File: src/rtl/opaddr_pkg.sv
`timescale 1ns/1ps
// Package: shared types for the operand address unit.
// Assumes: nothing beyond IEEE 1800-2017.
package opaddr_pkg;

    // Sequencer state: idle/complete, or waiting on the pointer word.
    typedef enum logic {
        ST_IDLE = 1'b0,
        ST_PTR  = 1'b1
    } seq_state_e;

    // Instruction addressing form, decoded from the request flags.
    typedef enum logic [1:0] {
        FORM_SHORT = 2'd0,
        FORM_LONG  = 2'd1,
        FORM_LIT   = 2'd2
    } form_e;

endpackage

File: src/rtl/opaddr_calc.sv
`timescale 1ns/1ps
// Module: opaddr_calc
// Works out the first location a request names, whether that location is
// a pointer, the accumulator select and the return address.
// Purely combinational.
// Assumes: the word width equals the address width, and the sign bit and
// the indirect bit sit just above the magnitude in the short form.
module opaddr_calc
    import opaddr_pkg::*;
#(
    parameter int AW     = 12,
    parameter int DISP_W = 6,
    parameter int L_IND  = 4,
    parameter int L_ACC  = 3
) (
    input  logic [AW-1:0] instr,
    input  logic [AW-1:0] instr_addr,
    input  logic [AW-1:0] ext_word,
    input  logic          long_form,
    input  logic          literal,
    output logic [AW-1:0] loc,
    output logic          ind,
    output logic          acc_k,
    output logic [AW-1:0] ret_addr
);
    localparam int SIGN_BIT = DISP_W;
    localparam int S_IND    = DISP_W + 1;
    localparam logic [AW-1:0] ONE = AW'(1);
    localparam logic [AW-1:0] TWO = AW'(2);

    form_e         form;
    logic [AW-1:0] offs;
    logic [AW-1:0] rel_up;
    logic [AW-1:0] rel_dn;

    // Decode the form; literal wins over the long form.
    always_comb begin
        if (literal)        form = FORM_LIT;
        else if (long_form) form = FORM_LONG;
        else                form = FORM_SHORT;
    end

    // Zero-extended magnitude, and both relative sums (wrap mod 2**AW).
    assign offs   = {{(AW-DISP_W){1'b0}}, instr[DISP_W-1:0]};
    assign rel_up = instr_addr + offs;
    assign rel_dn = instr_addr - offs;

    // Pick the location, the indirect flag, the accumulator and the return address by form.
    always_comb begin
        case (form)
            FORM_LIT: begin
                loc      = instr_addr + ONE;
                ind      = 1'b0;
                acc_k    = 1'b0;
                ret_addr = instr_addr + TWO;
            end
            FORM_LONG: begin
                loc      = ext_word;
                ind      = instr[L_IND];
                acc_k    = instr[L_ACC];
                ret_addr = instr_addr + TWO;
            end
            default: begin
                loc      = instr[SIGN_BIT] ? rel_dn : rel_up;
                ind      = instr[S_IND];
                acc_k    = 1'b0;
                ret_addr = instr_addr + ONE;
            end
        endcase
    end

endmodule

File: src/rtl/opaddr_seq.sv
`timescale 1ns/1ps
// Module: opaddr_seq
// Accepts requests. A direct request finishes in one cycle. An indirect
// request makes one pointer read and finishes in two. A call's link word
// is written in its done cycle.
// Assumes: the memory returns read data one cycle after mem_rd_en.
module opaddr_seq
    import opaddr_pkg::*;
#(
    parameter int AW = 12,
    parameter int FW = 2
) (
    input  logic          clk,
    input  logic          rst_n,
    input  logic          start,
    input  logic [AW-1:0] loc,
    input  logic          ind,
    input  logic [AW-1:0] ret_addr,
    input  logic          acc_k_in,
    input  logic          is_call,
    input  logic [FW-1:0] field_in,
    input  logic [AW-1:0] mem_rdata,
    output logic          mem_rd_en,
    output logic [AW-1:0] mem_addr,
    output logic          mem_wr_en,
    output logic [AW-1:0] mem_wdata,
    output logic          busy,
    output logic          done,
    output logic [AW-1:0] op_addr,
    output logic          acc_k,
    output logic [FW-1:0] field_out,
    output logic [AW-1:0] call_pc
);
    localparam logic [AW-1:0] ONE = AW'(1);

    seq_state_e    state_q;
    logic          done_q;
    logic          call_q;
    logic          acc_q;
    logic [AW-1:0] addr_q;
    logic [AW-1:0] ret_q;
    logic [FW-1:0] fld_q;
    logic          accept;

    // Busy during the pointer wait and during a call's link write.
    assign busy   = (state_q == ST_PTR) | (done_q & call_q);
    assign accept = start & ~busy;

    // Request sequencing and result registers.
    always_ff @(posedge clk) begin
        if (!rst_n) begin
            state_q <= ST_IDLE;
            done_q  <= 1'b0;
            call_q  <= 1'b0;
            acc_q   <= 1'b0;
            addr_q  <= '0;
            ret_q   <= '0;
            fld_q   <= '0;
        end else begin
            done_q <= 1'b0;
            case (state_q)
                ST_IDLE: begin
                    if (accept) begin
                        call_q <= is_call;
                        ret_q  <= ret_addr;
                        acc_q  <= acc_k_in;
                        fld_q  <= field_in;
                        if (ind) begin
                            state_q <= ST_PTR;
                        end else begin
                            addr_q <= loc;
                            done_q <= 1'b1;
                        end
                    end
                end
                ST_PTR: begin
                    addr_q  <= mem_rdata;
                    done_q  <= 1'b1;
                    state_q <= ST_IDLE;
                end
                default: state_q <= ST_IDLE;
            endcase
        end
    end

    // Memory port: the pointer read in the accept cycle, the link write in the done cycle.
    assign mem_rd_en = accept & ind;
    assign mem_addr  = mem_rd_en ? loc : addr_q;
    assign mem_wr_en = done_q & call_q;
    assign mem_wdata = ret_q;

    // Result outputs.
    assign done      = done_q;
    assign op_addr   = addr_q;
    assign acc_k     = acc_q;
    assign field_out = fld_q;
    assign call_pc   = addr_q + ONE;


    ptr_done_chk: assert property (@(posedge clk) disable iff (!rst_n)
        (state_q == ST_PTR) |=> (done && op_addr == $past(mem_rdata)));


    rd_to_wait_chk: assert property (@(posedge clk) disable iff (!rst_n)
        mem_rd_en |=> (busy && !done && !mem_rd_en));


    port_excl_chk: assert property (@(posedge clk) disable iff (!rst_n)
        !(mem_rd_en && mem_wr_en));


    ptr_nodone_chk: assert property (@(posedge clk) disable iff (!rst_n)
        (state_q == ST_PTR) |-> !done);

endmodule

File: src/rtl/opaddr_unit.sv
`timescale 1ns/1ps
// Module: opaddr_unit (top)
// Operand address unit for a 12-bit accumulator machine. It handles short
// relative, long absolute and literal forms, single-level indirection and
// the subroutine-call link write.
// Assumes: a synchronous memory port with one-cycle read latency.
module opaddr_unit
    import opaddr_pkg::*;
#(
    parameter int AW     = 12,
    parameter int DISP_W = 6,
    parameter int FW     = 2,
    parameter int L_IND  = 4,
    parameter int L_ACC  = 3
) (
    input  logic          clk,
    input  logic          rst_n,
    input  logic          start,
    input  logic [AW-1:0] instr,
    input  logic [AW-1:0] instr_addr,
    input  logic [AW-1:0] ext_word,
    input  logic          long_form,
    input  logic          literal,
    input  logic          is_call,
    input  logic [FW-1:0] field_in,
    output logic          mem_rd_en,
    output logic [AW-1:0] mem_addr,
    input  logic [AW-1:0] mem_rdata,
    output logic          mem_wr_en,
    output logic [AW-1:0] mem_wdata,
    output logic          busy,
    output logic          done,
    output logic [AW-1:0] op_addr,
    output logic          acc_k,
    output logic [FW-1:0] field_out,
    output logic [AW-1:0] call_pc
);
    logic [AW-1:0] c_loc;
    logic          c_ind;
    logic          c_acc;
    logic [AW-1:0] c_ret;

    opaddr_calc #(
        .AW(AW), .DISP_W(DISP_W), .L_IND(L_IND), .L_ACC(L_ACC)
    ) u_calc (
        .instr      (instr),
        .instr_addr (instr_addr),
        .ext_word   (ext_word),
        .long_form  (long_form),
        .literal    (literal),
        .loc        (c_loc),
        .ind        (c_ind),
        .acc_k      (c_acc),
        .ret_addr   (c_ret)
    );

    opaddr_seq #(.AW(AW), .FW(FW)) u_seq (
        .clk       (clk),
        .rst_n     (rst_n),
        .start     (start),
        .loc       (c_loc),
        .ind       (c_ind),
        .ret_addr  (c_ret),
        .acc_k_in  (c_acc),
        .is_call   (is_call),
        .field_in  (field_in),
        .mem_rdata (mem_rdata),
        .mem_rd_en (mem_rd_en),
        .mem_addr  (mem_addr),
        .mem_wr_en (mem_wr_en),
        .mem_wdata (mem_wdata),
        .busy      (busy),
        .done      (done),
        .op_addr   (op_addr),
        .acc_k     (acc_k),
        .field_out (field_out),
        .call_pc   (call_pc)
    );


    zero_disp_chk: assert property (@(posedge clk) disable iff (!rst_n)
        (start && !busy && !long_form && !literal && !instr[DISP_W+1]
         && instr[DISP_W-1:0] == '0) |=> (done && op_addr == $past(instr_addr)));


    lit_no_read_chk: assert property (@(posedge clk) disable iff (!rst_n)
        (start && literal) |-> !mem_rd_en);

endmodule

File: config.mk
export PLATFORM = sky130hd
export DESIGN_NAME = opaddr_unit
export DESIGN_NICKNAME = d
export VERILOG_FILES = /design/src/rtl/opaddr_pkg.sv /design/src/rtl/opaddr_calc.sv /design/src/rtl/opaddr_seq.sv /design/src/rtl/opaddr_unit.sv
export SDC_FILE = /design/constraint.sdc
export NUM_CORES = 1
export LEC_CHECK = 0
export BUFFER_PORTS_ARGS = -buffer_cell sky130_fd_sc_hd__clkbuf_2
export CAP_MARGIN = 20
export CORE_MARGIN = 2
export CORE_UTILIZATION = 50
export CTS_BUF_LIST = sky130_fd_sc_hd__clkbuf_4
export DETAILED_ROUTE_END_ITERATION = 10
export GPL_TIMING_DRIVEN = 0
export PLACE_DENSITY = 0.81
export SLEW_MARGIN = 30
export SYNTH_ARGS = -nofsm -noshare
export SYNTH_HDL_FRONTEND = slang
export SYNTH_HIERARCHICAL = 1
export SYNTH_SLANG_ARGS = --single-unit
File: constraint.sdc
create_clock -name clk -period 6.7 [get_ports clk]
set_clock_uncertainty 0.2 [all_clocks]
set_input_delay 1.005 -clock clk [delete_from_list [all_inputs] [get_ports clk]]
set_output_delay 1.005 -clock clk [all_outputs]
set_load 0.03 [all_outputs]
### After elaboration in Yosys (flattened, before gate mapping)

Index checks and enable logic that the tools add are counted.
W data, S select, Z words.

| word-level totals | value |
|---|---|
| flip-flop bits (word level) | 30 |

| operators by class | value |
|---|---|
| $add $sub $neg | 5 |
| eq/ne operators | 4 |
| multiplexer cells | 17 |
| bitwise gates (word level) | 6 |
| reductions and logical operators | 3 |

Operators with widths:

| operator | number |
|---|---|
| $mux W12 | 5 |
| $pmux W12 S2 | 2 |
| $add A12 B1 Y12 const B | 2 |
| $add A12 B2 Y12 const B | 1 |
| $add A12 B6 Y12 | 1 |
| $sub A12 B6 Y12 | 1 |
| $mux W1 | 6 |
| $pmux W1 S2 | 3 |
| $reduce_and A2 Y1 | 2 |
| $and A1 B1 Y1 | 3 |
| $eq A2 B1 Y1 const B | 1 |
| $eq A2 B2 Y1 const B | 1 |
| $mux W2 | 1 |
| $ne A2 B1 Y1 const B | 1 |
| $ne A2 B2 Y1 const B | 1 |
| $not A1 Y1 | 2 |
| $reduce_or A2 Y1 | 1 |
| $or A1 B1 Y1 | 1 |

### Depth between registers and ports, before layout

| depth | value |
|---|---|
| word-level depth | 7 |
| gate-level depth with buffers | 13 |
| depth with buffers taken out | 13 |

### Hierarchy

The synthesis kept the hierarchy.

Modules (own cells, without submodules):

| module | instances | cells each | area each (sq um) | sequential area each (sq um) |
|---|---|---|---|---|
| opaddr_seq | 1 | 172 | 1591.5 | 600.6 |
| opaddr_calc | 1 | 192 | 1340.0 | 0.0 |

### Worst setup path before layout

Ideal clock, no wire load.

| path | value |
|---|---|
| path kind | input to output |
| start | input port instr[3] |
| end | output port mem_addr[11] |
| data arrival time | 3.309 ns |
| data required time | 5.495 ns |
| slack | 2.186 ns |
| stages | 11 |
| buffers on the path | 1 |
| path through | nor3_1 a31o_1 ha_1 buf_6 a21o_1 a311oi_1 nor2_1 a311oi_2 xnor2_1 a222oi_1 mux2_2 |

| between the ends | value |
|---|---|
| longest elaborated chain between the ends | 4 |
| elaborated cells between the ends (all ways) | 5 |

RTL lines:

| item | RTL line | text |
|---|---|---|
| start, declared | opaddr_unit.sv:19 | `input logic [AW-1:0] instr,` |
| $add A12 B6 Y12 / $sub A12 B6 Y12 (equally long branches) | opaddr_calc.sv:45, opaddr_calc.sv:46 |  |
| $mux W12 (*) | opaddr_calc.sv:64 | `loc = instr[SIGN_BIT] ? rel_dn : rel_up;` |
| $pmux W12 S2 (*) | opaddr_calc.sv:50 | `case (form)` |
| named net c_loc[11] | opaddr_unit.sv:38 | `logic [AW-1:0] c_loc;` |
| $mux W12 (*) | opaddr_seq.sv:88 | `assign mem_addr = mem_rd_en ? loc : addr_q;` |
| end, declared | opaddr_unit.sv:27 | `output logic [AW-1:0] mem_addr,` |

The timed path passes the listed nets; every way through them passes the cells marked *.

### Final worst setup path

| path | value |
|---|---|
| start | input port instr[4] |
| end | output port mem_addr[11] |

Same word-level chain as after synthesis.

==> flow_metrics.env <==
export IMPL_cp_cell_sequence="clkbuf_2 > nor3_1 > a31o_1 > ha_1 > buf_6 > a21o_1 > a311oi_1 > nor2_1 > a311oi_2 > xnor2_1 > a222oi_1 > mux2_2 > clkbuf_2"
export IMPL_hp_class="reg2reg"
export IMPL_grt_start_max_net_pins=11
export IMPL_via_per_inst=5.80
export IMPL_fin_tns_setup_ps=0
export IMPL_die_area_um2=6490
export IMPL_cts_buffer_depth=2
export IMPL_crit_path_frequent_cell="clkbuf_2"
export IMPL_grt_pass1_vias=2881
export IMPL_max_cap_viol_count=0
export IMPL_slew_headroom=0.626
export IMPL_p_per_area_nw_per_um2=170
export IMPL_numPortBuffers=104
export IMPL_clk_pin_slew_ps=100
export IMPL_yosys_top_cells_count="a21oi_1 (30), dfxtp_1 (30), nand3_1 (26), nor2_1 (26)"
export IMPL_initial_utilization=0.526
export IMPL_antenna_left=0
export IMPL_drive_above_1_share=0.319
export IMPL_async_reset_ff_frac=0
export IMPL_grt_antenna_before_repair=0
export IMPL_cpPeakStageDelay_ps=480
export IMPL_numCtsBuffers=5
export IMPL_arrival_ps=4020
export IMPL_dp_hpwl_um=6940
export IMPL_cts_sinks=30
export IMPL_finalHoldViolations=0
export IMPL_leakage_nw=1.73
export IMPL_cts_hold_buf=0
export IMPL_drtIter0Drc=150
export IMPL_insertion_delay_ps=320
export IMPL_overflow=0
export IMPL_synth_xor_area_frac=0.122
export IMPL_dieHeight_um=80.6
export IMPL_htree_levels=2
export IMPL_ys_seq_area_frac=0.205
export IMPL_synth_cells=364
export IMPL_endpoint_kind="output pin"
export IMPL_synth_avg_cell_area_um2=8.05
export IMPL_routed_wirelength_um=8510
export IMPL_cp_max_fo=7
export IMPL_min_period_over_period=0.780
export IMPL_p_total_uw=611
export IMPL_ir_drop_uv=88.2
export IMPL_critPathSlowestCell="a222oi_1"
export IMPL_synth_edf_count=0
export IMPL_yosysUniqueCellTypes=60
export IMPL_rsz0062_at_grt="false"
export IMPL_crit_required_ps=5490
export IMPL_critPathLaunchType="input pin"
export IMPL_syn_cell_area_um2=2930
export IMPL_io_pins=111
export IMPL_synth_area_mux_share=0.0875
export IMPL_synth_flop_cell="dfxtp_1"
export IMPL_synth_top_area_frac=0.205
export IMPL_final_min_clock_period_ps=5230
export IMPL_post_cts_buffers=0
export IMPL_setup_viol=0
export IMPL_place_gp_congestion=0.912
export IMPL_cts_root_buf="clkbuf_4"
export IMPL_row_count=27
export IMPL_core_area_um2=5570
export IMPL_yosys_area_top_type="dfxtp_1"
export IMPL_cts_resized=0
export IMPL_tightest_slew_ps=557
export IMPL_crit_family="compound AO/OA/AOI/OAI gates"
export IMPL_path_buf_inv=3
export IMPL_wl_per_cell_um=15.5
export IMPL_areaGrowthSynthToFinish_pct=22.7
export IMPL_ys_seq_elements=30
export IMPL_synthAdderAreaFrac=0.0751
export IMPL_nets=548
export IMPL_drv_slew=0
export IMPL_timing_worst_setup_path_type="in2out"
export IMPL_synth_nets=437
export IMPL_num_antenna_cells=0
export IMPL_grt_usage=0.255
export IMPL_grt_pass1_wl_um=13100
export IMPL_num_vias=3176
export IMPL_die_x_um=80.6
export IMPL_drc_errors=0
export IMPL_max_freq_mhz=191
export IMPL_status="completed"
export IMPL_cts_tree="built"
export IMPL_ys_top_cells_by_area="dfxtp_1 (20%), ha_1 (6.8%), xnor2_1 (6.6%), xor2_1 (5.7%), a21oi_1 (5.1%)"
export IMPL_dr_pass1_iters=5
export IMPL_yosys_warnings=6
export IMPL_synth_compound_area_frac=0.235
export IMPL_synth_top_family_by_area="compound AO/OA/AOI/OAI gates"
export IMPL_synth_simple_area_share=0.209
-- area by class of cell --
cell class	count	area, µm²
Buffer	22	140
Timing Repair Buffer	104	520
Clock buffer	5	37.5
Multi-Input combinational cell	298	2140
Tap cell	72	90.1
Fill cell	519	1980
Inverter	14	52.6
Sequential cell	30	601
Clock inverter	3	16.3
-- final timing paths --
| path | end | cells past startpoint | slack [ps] | startpoint |
|---|---|---|---|---|
| max | mem_addr[11] | 13 | 1470 | instr[4] |
| max reg2reg | u_seq/op_addr[4]$_SDFFE_PN0P_ | 4 | 5000 | u_seq/state_q$_SDFF_PP0_ |
| min | u_seq/mem_wdata[9]$_SDFFE_PN0P_ | 2 | 280 | u_seq/mem_wdata[9]$_SDFFE_PN0P_ |
| min reg2reg | u_seq/mem_wdata[9]$_SDFFE_PN0P_ | 2 | 280 | u_seq/mem_wdata[9]$_SDFFE_PN0P_ |
-- kinds of logic (layout without fill, tap and decap cells) --
logic type / count (synthesis) / in the layout
adders and majority gates: 17 / 17
DFF: 30 / 30
AOI/OAI and AO/OA: 103 / 103
and+or+nand+nor: 116 / 116
buffers and inverters: 36 / 148
xor gates and xnor gates: 41 / 41
muxes: 21 / 21
-- sequential cells by signal (all words and copies together) (netlist names) --
signal           count
u_seq/mem_wdata     12
u_seq/op_addr       12
u_seq/field_out      2
u_seq/acc_k          1
u_seq/call_q         1
u_seq/done           1
u_seq/state_q        1
-- layout by cell type, fill, tap and decap left out, types with 2 or more instances in the layout --
| cell | n |
|---|---|
| clkbuf_4 | 5 |
| buf_6 | 4 |
| xor2_1 | 19 |
| a221o_1 | 9 |
| a21o_1 | 4 |
| and3_1 | 12 |
| buf_4 | 2 |
| a21o_2 | 2 |
| buf_2 | 8 |
| o21ai_0 | 22 |
| nand2_1 | 19 |
| nand3_1 | 26 |
| clkbuf_1 | 6 |
| nand2b_1 | 2 |
| a31o_1 | 2 |
| a21oi_1 | 30 |
| mux2i_1 | 8 |
| ha_1 | 16 |
| o21ai_1 | 8 |
| o21bai_1 | 2 |
| nor3_1 | 6 |
| nor4_1 | 3 |
| nor2_1 | 26 |
| or2_1 | 2 |
| clkbuf_2 | 104 |
| inv_1 | 12 |
| a211oi_1 | 4 |
| nand4_1 | 6 |
| a221oi_1 | 5 |
| o21a_1 | 2 |
| inv_2 | 2 |
| xnor2_1 | 22 |
| mux2_2 | 4 |
| mux2_4 | 8 |
| dfxtp_1 | 30 |
| nor2b_1 | 5 |
-- worst register-to-register path: stages (launching register included) --
cell and delay (ps):
dfxtp_1 330, buf_4 170, nand2b_2 260, nor4_4 450, a221o_1 250
-- per-layer routing --
metal  vias up  part of all wire  global-route usage
met5         -                 0                   0
met4         0            0.0046              0.0475
met1      1476              0.42               0.319
met3         4             0.081              0.0371
met2       139              0.49               0.464
li1       1557                 -                   -
-- through the flow --
step	std cells	hold WS, ps	worst slack, ps	utilization	cell area (µm²)
finish	548	281	1470	0.645	3600
global route	548	306	1430	0.645	3600
CTS	548	284	1530	0.645	3600
detailed placement	540	268	1520	0.635	3540
global placement	540	265	1660	0.635	3540
floorplan	364	254	2190	-	2930
-- report_power, final --
part	switching, mW	internal, mW
Sequential	0.0158	0.192
Combinational	0.185	0.113
Clock	0.0652	0.0390
Power figures use the tool's default switching activity.
